===== src/rtl/bpc_pkg.sv =====
package bpc_pkg;

  typedef enum logic {
    SEV_MCHK    = 1'b0,
    SEV_CHKSTOP = 1'b1
  } sev_e;

endpackage


===== src/rtl/bpc_lane_par.sv =====
module bpc_lane_par #(
  parameter int unsigned LANE_W = 8
) (
  input  logic [LANE_W-1:0] bits_i,
  output logic              odd_o
);
  // bit that makes bits_i plus itself hold an odd count of ones
  assign odd_o = ~(^bits_i);
endmodule


===== src/rtl/bpc_gen.sv =====
module bpc_gen #(
  parameter int unsigned LANES  = 8,
  parameter int unsigned LANE_W = 8,
  localparam int unsigned BUS_W = LANES * LANE_W
) (
  input  logic [BUS_W-1:0] data_i,
  output logic [LANES-1:0] par_o
);
  for (genvar g = 0; g < LANES; g++) begin : g_lane
    bpc_lane_par #(.LANE_W(LANE_W)) u_cell (
      .bits_i(data_i[g*LANE_W +: LANE_W]),
      .odd_o (par_o[g])
    );
  end
endmodule


===== src/rtl/bpc_chk.sv =====
module bpc_chk #(
  parameter int unsigned LANES  = 8,
  parameter int unsigned LANE_W = 8,
  localparam int unsigned BUS_W = LANES * LANE_W
) (
  input  logic             beat_ok_i,
  input  logic [BUS_W-1:0] data_i,
  input  logic [LANES-1:0] par_i,
  output logic [LANES-1:0] bad_o
);
  logic [LANES-1:0] want;

  for (genvar g = 0; g < LANES; g++) begin : g_lane
    bpc_lane_par #(.LANE_W(LANE_W)) u_cell (
      .bits_i(data_i[g*LANE_W +: LANE_W]),
      .odd_o (want[g])
    );
    assign bad_o[g] = beat_ok_i & (want[g] ^ par_i[g]);
  end
endmodule


===== src/rtl/bpc_report.sv =====
module bpc_report
  import bpc_pkg::*;
#(
  parameter int unsigned LANES = 8
) (
  input  logic             clk,
  input  logic             rst_n,
  input  logic [LANES-1:0] bad_i,
  input  logic             sev_i,
  output logic             pulse_o,
  output logic [LANES-1:0] lanes_o,
  output logic             mchk_o,
  output logic             chkstop_o
);
  logic [LANES-1:0] lanes_q;
  logic             pulse_q;
  sev_e             sev_q;

  always_ff @(posedge clk) begin
    if (!rst_n) begin
      lanes_q <= '0;
      pulse_q <= 1'b0;
      sev_q   <= SEV_MCHK;
    end else begin
      lanes_q <= bad_i;
      pulse_q <= |bad_i;
      sev_q   <= sev_e'(sev_i);
    end
  end

  assign pulse_o   = pulse_q;
  assign lanes_o   = lanes_q;
  assign mchk_o    = pulse_q & (sev_q == SEV_MCHK);
  assign chkstop_o = pulse_q & (sev_q == SEV_CHKSTOP);
endmodule


===== src/rtl/byte_parity_guard.sv =====
module byte_parity_guard #(
  parameter int unsigned LANES  = 8,
  parameter int unsigned LANE_W = 8,
  localparam int unsigned BUS_W = LANES * LANE_W
) (
  input  logic             clk,
  input  logic             rst_n,
  input  logic             cfg_chk_off,
  input  logic             cfg_sev,
  input  logic [BUS_W-1:0] wr_data,
  output logic [LANES-1:0] wr_par,
  input  logic [BUS_W-1:0] rd_data,
  input  logic [LANES-1:0] rd_par,
  input  logic             xfer_ack,
  input  logic             xfer_rd,
  output logic             perr_pulse,
  output logic [LANES-1:0] perr_lanes,
  output logic             mchk_req,
  output logic             chkstop_req
);
  logic             beat_ok;
  logic [LANES-1:0] lane_bad;

  // only acknowledged read beats with checking enabled are examined
  assign beat_ok = xfer_ack & xfer_rd & ~cfg_chk_off;

  bpc_gen #(.LANES(LANES), .LANE_W(LANE_W)) u_gen (
    .data_i(wr_data),
    .par_o (wr_par)
  );

  bpc_chk #(.LANES(LANES), .LANE_W(LANE_W)) u_chk (
    .beat_ok_i(beat_ok),
    .data_i   (rd_data),
    .par_i    (rd_par),
    .bad_o    (lane_bad)
  );

  bpc_report #(.LANES(LANES)) u_rep (
    .clk      (clk),
    .rst_n    (rst_n),
    .bad_i    (lane_bad),
    .sev_i    (cfg_sev),
    .pulse_o  (perr_pulse),
    .lanes_o  (perr_lanes),
    .mchk_o   (mchk_req),
    .chkstop_o(chkstop_req)
  );
endmodule


===== config.mk =====
export PLATFORM = sky130hd
export DESIGN_NAME = byte_parity_guard
export DESIGN_NICKNAME = d
export VERILOG_FILES = /design/src/rtl/bpc_pkg.sv /design/src/rtl/bpc_lane_par.sv /design/src/rtl/bpc_gen.sv /design/src/rtl/bpc_chk.sv /design/src/rtl/bpc_report.sv /design/src/rtl/byte_parity_guard.sv
export SDC_FILE = /design/constraint.sdc
export NUM_CORES = 1
export LEC_CHECK = 0
export ABC_AREA = 1
export ABC_CLOCK_PERIOD_IN_PS = 1000
export BUFFER_PORTS_ARGS = -buffer_cell sky130_fd_sc_hd__buf_2
export CELL_PAD_IN_SITES_DETAIL_PLACEMENT = 1
export CELL_PAD_IN_SITES_GLOBAL_PLACEMENT = 1
export CORE_MARGIN = 2
export CORE_UTILIZATION = 23
export CTS_BUF_LIST = sky130_fd_sc_hd__clkbuf_4 sky130_fd_sc_hd__clkbuf_8
export CTS_CLUSTER_DIAMETER = 120
export CTS_CLUSTER_SIZE = 16
export DETAILED_ROUTE_END_ITERATION = 7
export PLACE_DENSITY_LB_ADDON = 0.1
export SLEW_MARGIN = 10
export SYNTH_ARGS = -nofsm -noshare
export SYNTH_HDL_FRONTEND = slang
export SYNTH_SLANG_ARGS = --single-unit

===== constraint.sdc =====
create_clock -name clk -period 1 [get_ports clk]
set_clock_uncertainty 0.1 [all_clocks]
set_input_delay 0.1 -clock clk [delete_from_list [all_inputs] [get_ports clk]]
set_output_delay 0.1 -clock clk [all_outputs]
set_load 0.01 [all_outputs]

==> results of run 1 <==
[synth_stat cells]
cell,n
nand3_2,2
clkinv_1,2
nand2_2,3
inv_2,12
dfxtp_1,10
xnor2_1,49
inv_1,53
a21oi_2,1
nand3_1,14
nand2_1,247
buf_4,8
nor2_1,24
nor2_2,6
xor2_1,22
[report_power, final]
group,switching (W),internal (W),leakage (nW),total (W)
registers,0.00000922,0.000417,0.0820,0.000426
logic,0.00107,0.00109,2.38,0.00217
clock network,0.000151,0.000345,0.0288,0.000496
total,0.00123,0.00186,2.49,0.00309
[layout make-up]
class                           instances  area, µm²
Clock buffer                            4       55.1
Fill cell                            1293       5490
Sequential cell                        10        203
Tap cell                              133        166
Timing Repair Buffer                  167       1160
Multi-Input combinational cell        368       2430
Inverter                               67        268
[critical path: stages]
cell	delay (ps)
buf_6	100
xor2_2	170
xor2_1	230
xnor2_1	150
buf_2	150
[timing repair]
item                                    CTS  global route
setup buffers                             2             1
hold endpoints to repair                  1             0
hold buffers                              1             0
endpoints found under the setup margin   14            17
pin swaps                                58            75
gates resized for setup                  67           104
[registers in the layout, summed over array words and instances (netlist names)]
name	flops
u_rep.lanes_o	8
u_rep.pulse_o	1
u_rep.sev_q	1
[layer usage]
layer | vias to the layer above | GRT usage, % | share of wire, %
met5 | - | 0 | 0
met3 | 6 | 1.94 | 5.2
met1 | 1373 | 14.5 | 37
met2 | 92 | 28.7 | 57
met4 | 0 | 3.19 | 1.0
li1 | 1617 | - | -
[path summary, 6_finish.rpt]
check                 cells after the start     endpoint
worst max-delay path                      5    wr_par[3]
worst min-delay path                      3  u_rep.sev_q
[through the flow]
stage	TNS (ps)	total power, W
2_1_floorplan	-48.3	0.00166
3_3_place_gp	-1730	0.00210
3_5_place_dp	-3080	0.00216
4_1_cts	-372	0.00285
5_1_grt	-1490	0.00338
6_report	-492	0.00309
[cells by family after synthesis]
kind of cell           after synthesis
AO/OA/AOI/OAI                        1
XOR/XNOR                            71
buffers and inverters               75
flip-flops                          10
AND/OR/NAND/NOR                    296
==> impl_metrics.tcl, run 1 <==
set metrics [dict create \
    status "finished with violations" \
    violations "hold timing, setup timing" \
    whs_ps -7.31 \
    io_buffers 160 \
    post-route-drc-count 0 \
    antenna_found_initial 0 \
    areaGrowthSynthToFinish_pct 85.8 \
    hold_class "input pin to flip-flop" \
    pin_count 161 \
    min_period_over_period_pct 111 \
    max_freq_mhz 903 \
    gp_congestion 0.685 \
    grt.total_usage_pct 13.9 \
    finalMaxSlewViolations 0 \
    synthAdderAreaFrac_pct 0 \
    h-tree-depth 1 \
    synth.area.mux_share_pct 0 \
    vdd_drop_max_mv 0.343 \
    rsz0062_at_grt "true" \
    ant_nets 0 \
    drive_above_1_share_pct 51.1 \
    setup_viol 10 \
    synth_area_leader_cell "nand2_1" \
    layout_commonest_cell "nand2_1" \
    maxCapViolCount 0 \
    cts.sinks 10 \
    crit_path_max_fanout 1 \
    die-area_um2 10800 \
    dp_slack_ps -412 \
    tightestPinTransition_ps 335 \
    dpl_cell_area_um2 3380 \
    yosysSeqAreaShare_pct 8.68 \
    fin_area_um2 4290 \
    synth_top_family_by_area "simple AND/OR/NAND/NOR gates" \
    relSlewSlack_pct 77.6 \
    synthesis.area_um2 2310 \
    synth_xor_area_share_pct 27.0 \
    syn_nets 595 \
    grt_pass1_wl_um 13100 \
    cts.reportedPaths.clkPinSlew_ps 50 \
    finalNonFillerCells 749 \
    die_w_um 104 \
    hold_viol 1 \
    leakage_nw 2.49 \
    worstSetupStartpoint "wr_data[25]" \
    layout_common_cells "210 x nand2_1, 114 x buf_2, 40 x buf_6, 39 x inv_1, 35 x nand2_2" \
    drtIter0Drc 58 \
    crit_arrival_ps 910 \
    start_util_pct 23.6 \
    crit_required_ps 800 \
    fin_ws_ps -107 \
    dr.pass1.iters 4 \
    final_nets 759 \
    grt_max_degree 10 \
    yosys_warnings 0 \
    cts.path.max_buffers 2 \
    cts_buffers 3 \
    core_area_um2 9770 \
    hpwl_um 6510 \
    syn_inst 453 \
    vias_per_cell 4.12 \
    ys_ff_latch 10 \
    yosys-top-cells-area "nand2_1 40%, xnor2_1 19%, dfxtp_1 8.7%" \
    routed_wl_um 8080 \
    overflow 0 \
    synth_cell_types 14 \
    cts_tree "done" \
    dp_cells 741 \
    synth_simple_gate_area_share_pct 50.5 \
    critical_path_class "input pin to output pin" \
    powerDensity_nw_per_um2 721 \
    rows 36 \
    die_h_um 104 \
    syn_area_per_cell_um2 5.09 \
    synth_top_area_share_pct 40.2 \
    end_kind "output pin" \
    wl_per_cell_um 10.8 \
    holdCritStartpoint "cfg_sev" \
    period_needed_ps 1110 \
    root_buffer "clkbuf_8" \
    antenna_cells 0 \
    synth_compound_area_share_pct 0.380 \
    num_vias 3088 \
    grt_pass1_vias 3216 \
    cp-start-kind "input pin" \
    utilization_pct 43.8 \
]
Note: power is estimated with default switching activity, not from simulation.
==> run 2: changes to the inputs <==
==> constraint.sdc (replaced) <==
create_clock -name clk -period 1 [get_ports clk]
set_clock_uncertainty 0.1 [all_clocks]
set_input_delay 0.15 -clock clk [delete_from_list [all_inputs] [get_ports clk]]
set_output_delay 0.15 -clock clk [all_outputs]
set_load 0.01 [all_outputs]
==> run 2 against run 1 <==
  * Maximum frequency decreased by 5.0%
  * Utilization is 1.0 points higher
  * Largest power group unchanged
  * Power increased by 1.4%
  * Critical endpoint is now wr_par[5]
  * The run ends with setup timing left
  * Non-clock buffer count fell by 1
  * Final area up 2.3%
==> impl_metrics.tcl, run 2 (synthesis results as in run 1) <==
set metrics [dict create \
    crit_path_max_fanout 1 \
    max_freq_mhz 858 \
    leakage_nw 2.52 \
    ant_nets 0 \
    gp_congestion 0.685 \
    core_area_um2 9770 \
    vias_per_cell 4.19 \
    min_period_over_period_pct 117 \
    wl_per_cell_um 10.9 \
    critical_path_class "input pin to output pin" \
    layout_commonest_cell "nand2_1" \
    overflow 0 \
    final_nets 758 \
    areaGrowthSynthToFinish_pct 90.1 \
    hpwl_um 6560 \
    cp-start-kind "input pin" \
    whs_path_depth 3 \
    crit_required_ps 750 \
    grt_pass1_wl_um 13100 \
    powerDensity_nw_per_um2 715 \
    die_w_um 104 \
    cts.sinks 10 \
    holdCritStartpoint "rst_n" \
    largest_reg_flops 8 \
    status "finished with violations" \
    finalSetupTns_ps -1560 \
    dr.pass1.iters 4 \
    antenna_found_initial 0 \
    rsz0062_at_grt "true" \
    hold_class "input pin to flip-flop" \
    io_buffers 160 \
    maxCapViolCount 0 \
    vdd_drop_max_mv 0.359 \
    pin_count 161 \
    fin_ws_ps -166 \
    layout_common_cells "197 x nand2_1, 93 x buf_2, 51 x buf_6, 45 x nand2_2" \
    cts.path.max_buffers 2 \
    grt_max_degree 10 \
    cts_buffers 3 \
    post-route-drc-count 0 \
    drtIter0Drc 52 \
    setup_viol 14 \
    grt.total_usage_pct 14.1 \
    period_needed_ps 1170 \
    cts.reportedPaths.clkPinSlew_ps 50 \
    grt_pass1_vias 3178 \
    antenna_cells 0 \
    relSlewSlack_pct 75.7 \
    rows 36 \
    finalMaxSlewViolations 0 \
    routed_wl_um 8160 \
    h-tree-depth 1 \
    cts_tree "done" \
    num_vias 3135 \
    finalNonFillerCells 748 \
    end_kind "output pin" \
    whs_endpoint "u_rep.sev_q" \
    start_util_pct 23.6 \
    hold_viol 0 \
    violations "setup timing" \
    crit_arrival_ps 920 \
    dp_cells 741 \
    die_h_um 104 \
    die-area_um2 10800 \
    tightestPinTransition_ps 362 \
    root_buffer "clkbuf_8" \
    drive_above_1_share_pct 55.8 \
]
-- run 2: cell count changes in the layout (fill, tap and decap cells not counted), sizes merged --
cell	change
clkinv	-1
clkbuf	+1
buf	-1
inv	+1
dlygate4sd3	-1
-- run 2: layout make-up --
cell class                      instances  area [µm²]
Fill cell                            1299        5390
Multi-Input combinational cell        368        2460
Timing Repair Buffer                  166        1230
Inverter                               67         267
Sequential cell                        10         205
Tap cell                              133         166
Clock buffer                            4        55.1
-- run 2: worst max-delay path, stage by stage --
cell	delay, ps
buf_6	100
xnor2_2	160
xor2_1	220
xnor2_1	140
buf_2	150
-- run 2: worst max-delay path by stage --
| stage | slack, ps | start | end |
|---|---|---|---|
| after floorplan | -100 | rd_data[55] | u_rep.pulse_o |
| after global placement | -360 | rd_data[52] | u_rep.pulse_o |
| after detailed placement | -450 | xfer_ack | u_rep.pulse_o |
| after CTS | -140 | wr_data[22] | wr_par[2] |
| after global routing | -260 | wr_data[46] | wr_par[5] |
| final | -170 | wr_data[46] | wr_par[5] |
-- run 2: timing repair --
| item | in CTS | in global routing |
|---|---|---|
| hold buffers | 0 | 0 |
| gates resized for setup | 70 | 160 |
| buffers inserted | 1 | 2 |
| endpoints found under the hold margin | 0 | 0 |
| setup endpoints to repair | 20 | 20 |
| pin swaps | 47 | 103 |
-- run 2: metrics by stage --
step                      util, %  setup slack [ps]  hold slack, ps  cell area (µm²)  total power [W]
after floorplan                 -             -98.3             143             2450          0.00166
after global placement       34.6              -363             292             3380          0.00210
after detailed placement     34.6              -454             292             3380          0.00216
after CTS                    39.3              -141            48.4             3840          0.00286
after global routing         44.9              -256            79.2             4380          0.00341
final                        44.9              -166            41.7             4380          0.00313
-- run 2: where the power goes --
group / total [W] / leakage (nW) / switching, W / internal (W)
Combinational: 0.00221 / 2.41 / 0.00109 / 0.00112
Clock: 0.000498 / 0.0288 / 0.000153 / 0.000346
Sequential: 0.000427 / 0.0823 / 0.0000103 / 0.000417
-- run 2: layer usage --
layer,wire [µm],GRT usage [%],vias up
met4,110,2.99,0
met1,2940,14.9,1419
met2,4680,29.3,94
li1,-,-,1614
met3,419,1.44,8
met5,0,0,-
==> run 3: changes to the inputs <==
--- a/config.mk
+++ b/config.mk
@@ -11,7 +11,7 @@
 export CELL_PAD_IN_SITES_DETAIL_PLACEMENT = 1
 export CELL_PAD_IN_SITES_GLOBAL_PLACEMENT = 1
 export CORE_MARGIN = 2
-export CORE_UTILIZATION = 23
+export CORE_UTILIZATION = 24
 export CTS_BUF_LIST = sky130_fd_sc_hd__clkbuf_4 sky130_fd_sc_hd__clkbuf_8
 export CTS_CLUSTER_DIAMETER = 120
 export CTS_CLUSTER_SIZE = 16
@@ -20,4 +20,5 @@
 export SLEW_MARGIN = 10
 export SYNTH_ARGS = -nofsm -noshare
 export SYNTH_HDL_FRONTEND = slang
+export SYNTH_HIERARCHICAL = 1
 export SYNTH_SLANG_ARGS = --single-unit
==> run 3 against run 2 <==
  * Area after synthesis rose by 22%
  * Highest routed layer is now met5
  * Sequential cell count did not move
  * Hold slack improved by 93 ps
  * Final area rose by 26%
  * Utilization rose by 3.5 points
  * Largest cell class unchanged
  * The run still ends with setup timing left
==> impl_metrics.tcl, run 3 <==
set metrics [dict create \
    core_area_um2 11400 \
    status "finished with violations" \
    drive_above_1_share_pct 59.9 \
    layout_common_cells "256 x nand2_1, 149 x nand2_2, 90 x buf_6, 78 x inv_2, 45 x inv_4" \
    finalMaxSlewViolations 0 \
    crit_required_ps 1030 \
    grt_max_degree 11 \
    power_frac_comb_pct 72.8 \
    cts.path.max_buffers 2 \
    antenna_found_initial 1 \
    drtIter0Drc 50 \
    critPathMaxStageDelay_ps 110 \
    leakage_nw 3.31 \
    synthArstFlopShare_pct 0 \
    finalNonFillerCells 980 \
    cts_buffers 3 \
    routed_wl_um 10500 \
    overflow 0 \
    setup_viol 16 \
    dp_cells 975 \
    synth_most_common_cell "nand2_1" \
    fin_area_um2 5530 \
    pin_count 161 \
    tightestPinTransition_ps 212 \
    yosysSeqAreaShare_pct 7.12 \
    largest_reg_flops 8 \
    die_h_um 112 \
    critical_path_class "input pin to flip-flop" \
    maxCapViolCount 0 \
    ys_top_cells_by_count "412 x nand2_1, 155 x inv_1, 47 x nor2_1" \
    synthesis.area_um2 2810 \
    p_sw_share_pct 41.6 \
    cp_cell_sequence "buf_8, nand2_4, inv_2, nor2_2, nand2_1, nand2_2, nand2_2, nand2_2, nand2_2, nand2_2, nor2_4, nor2_2, nand2_1, nor2_1, nor2_1" \
    max_freq_mhz 831 \
    syn_inst 669 \
    synth_cell_types 11 \
    cp-start-kind "input pin" \
    crit_arrival_ps 1230 \
    finalSetupTns_ps -928 \
    synth_edf_count 0 \
    p_int_w 0.00198 \
    root_buffer "clkbuf_8" \
    end_kind "flip-flop" \
    powerDensity_nw_per_um2 613 \
    clkPwrFrac_pct 14.7 \
    yosys_warnings 6 \
    start_util_pct 24.6 \
    num_vias 4256 \
    grt_pass1_wl_um 16100 \
    ant_nets 0 \
    dpl_cell_area_um2 3830 \
    vdd_drop_max_mv 0.386 \
    synthFlopType "dfxtp_1" \
    h-tree-depth 1 \
    cts.reportedPaths.clkPinSlew_ps 50 \
    relSlewSlack_pct 85.8 \
    whs_path_depth 3 \
    die_w_um 112 \
    hold_class "input pin to flip-flop" \
    period_needed_ps 1200 \
    layout_commonest_cell "nand2_1" \
    seqPwrFrac_pct 12.5 \
    ys_ff_latch 10 \
    rsz0062_at_grt "true" \
    power.total_w 0.00339 \
    fin_ws_ps -203 \
    die-area_um2 12600 \
    hold_viol 0 \
    yosys-top-cells-area "nand2_1 55%, inv_1 21%, dfxtp_1 7.1%" \
    antenna_cells 0 \
    min_period_over_period_pct 120 \
    critPathMostFrequentCell "nand2_2" \
    violations "setup timing" \
    syn_area_per_cell_um2 4.20 \
    grt_pass1_vias 4179 \
    syn_nets 811 \
    dp_slack_ps -509 \
    io_buffers 160 \
    vias_per_cell 4.34 \
    synth_area_leader_cell "nand2_1" \
    whs_endpoint "u_rep/pulse_o" \
    wl_per_cell_um 10.7 \
    grt.total_usage_pct 14.5 \
    final_nets 980 \
    areaGrowthSynthToFinish_pct 96.6 \
    holdCritStartpoint "rst_n" \
    synth_top_area_share_pct 55.0 \
    cts.sinks 10 \
    gp_congestion 0.743 \
    post-route-drc-count 0 \
    rows 39 \
    dr.pass1.iters 4 \
    cts_tree "done" \
    cp_slowest_cell "buf_8" \
    hpwl_um 7980 \
    crit_path_max_fanout 3 \
    p_switching_w 0.00141 \
]
## run 3: cell count changes in the layout (fill, tap and decap cells not counted), moves of 11 or more
cell     previous run  this run
nand2_2            45       149
xnor2_1            19         8
xnor2_2            30         8
nor2_1              5        21
xor2_2             13         0
inv_2              32        78
buf_2              93        36
buf_8               3        31
inv_4               0        45
buf_6              51        90
nand2_1           197       256
## run 3: critical path: cells and delay by family
family                 cells  cell delay (ps)
AND/OR/NAND/NOR           13              930
buffers and inverters      2              140
## run 3: power by group through the flow
stage	Clock, W	Sequential (W)	Combinational [W]
CTS	0.000516	0.000423	0.00184
finish	0.000497	0.000423	0.00247
detailed placement	0	0.000431	0.00158
floorplan	0	0.000437	0.000924
global route	0.000547	0.000424	0.00274
global placement	0	0.000431	0.00150
## run 3: stage by stage
stage,util (%),hold WS [ps]
5_1_grt,48.4,145
4_1_cts,38.3,121
3_5_place_dp,33.5,243
6_report,48.4,134
2_1_floorplan,-,148
3_3_place_gp,33.5,235
## run 3: worst max path at each step
stage | start | to | slack (ps) | depth (start not counted)
floorplan | rd_data[33] | u_rep/pulse_o | -160 | 14
global placement | rd_data[33] | u_rep/pulse_o | -450 | 15
detailed placement | rd_data[22] | u_rep/pulse_o | -510 | 15
CTS | rd_data[35] | u_rep/pulse_o | -180 | 15
global route | rd_data[43] | u_rep/pulse_o | -330 | 15
finish | rd_data[43] | u_rep/pulse_o | -200 | 15
## run 3: cell families after synthesis
family	after synthesis	share of synthesized area, %
and+or+nand+nor	485	66.4
buffers and inverters	158	21.5
xor gates and xnor gates	16	4.99
DFF	10	7.12
## run 3: routing by layer
layer  track usage [%]  routed length (µm)  vias to the layer above
met5                 0                  16                        -
met4              2.93                 127                        2
met3              2.48                 565                       12
met2              30.0                6220                       96
met1              15.1                3560                     1927
li1                  -                   -                     2219
## run 3: layout make-up
cell class	count	area (µm²)
fillers	1576	5890
multi-input cells	501	2650
repair buffers	166	1730
inverters	156	716
flip-flops and latches	10	200
well taps	143	179
clock buffers	4	55.1
## run 3: what timing repair did
item,4_1_cts,5_1_grt
buffers inserted,0,1
hold endpoints to repair,1,0
endpoints found under the setup margin,16,20
resized for setup,156,423
hold buffers,1,0
pin swaps,117,228
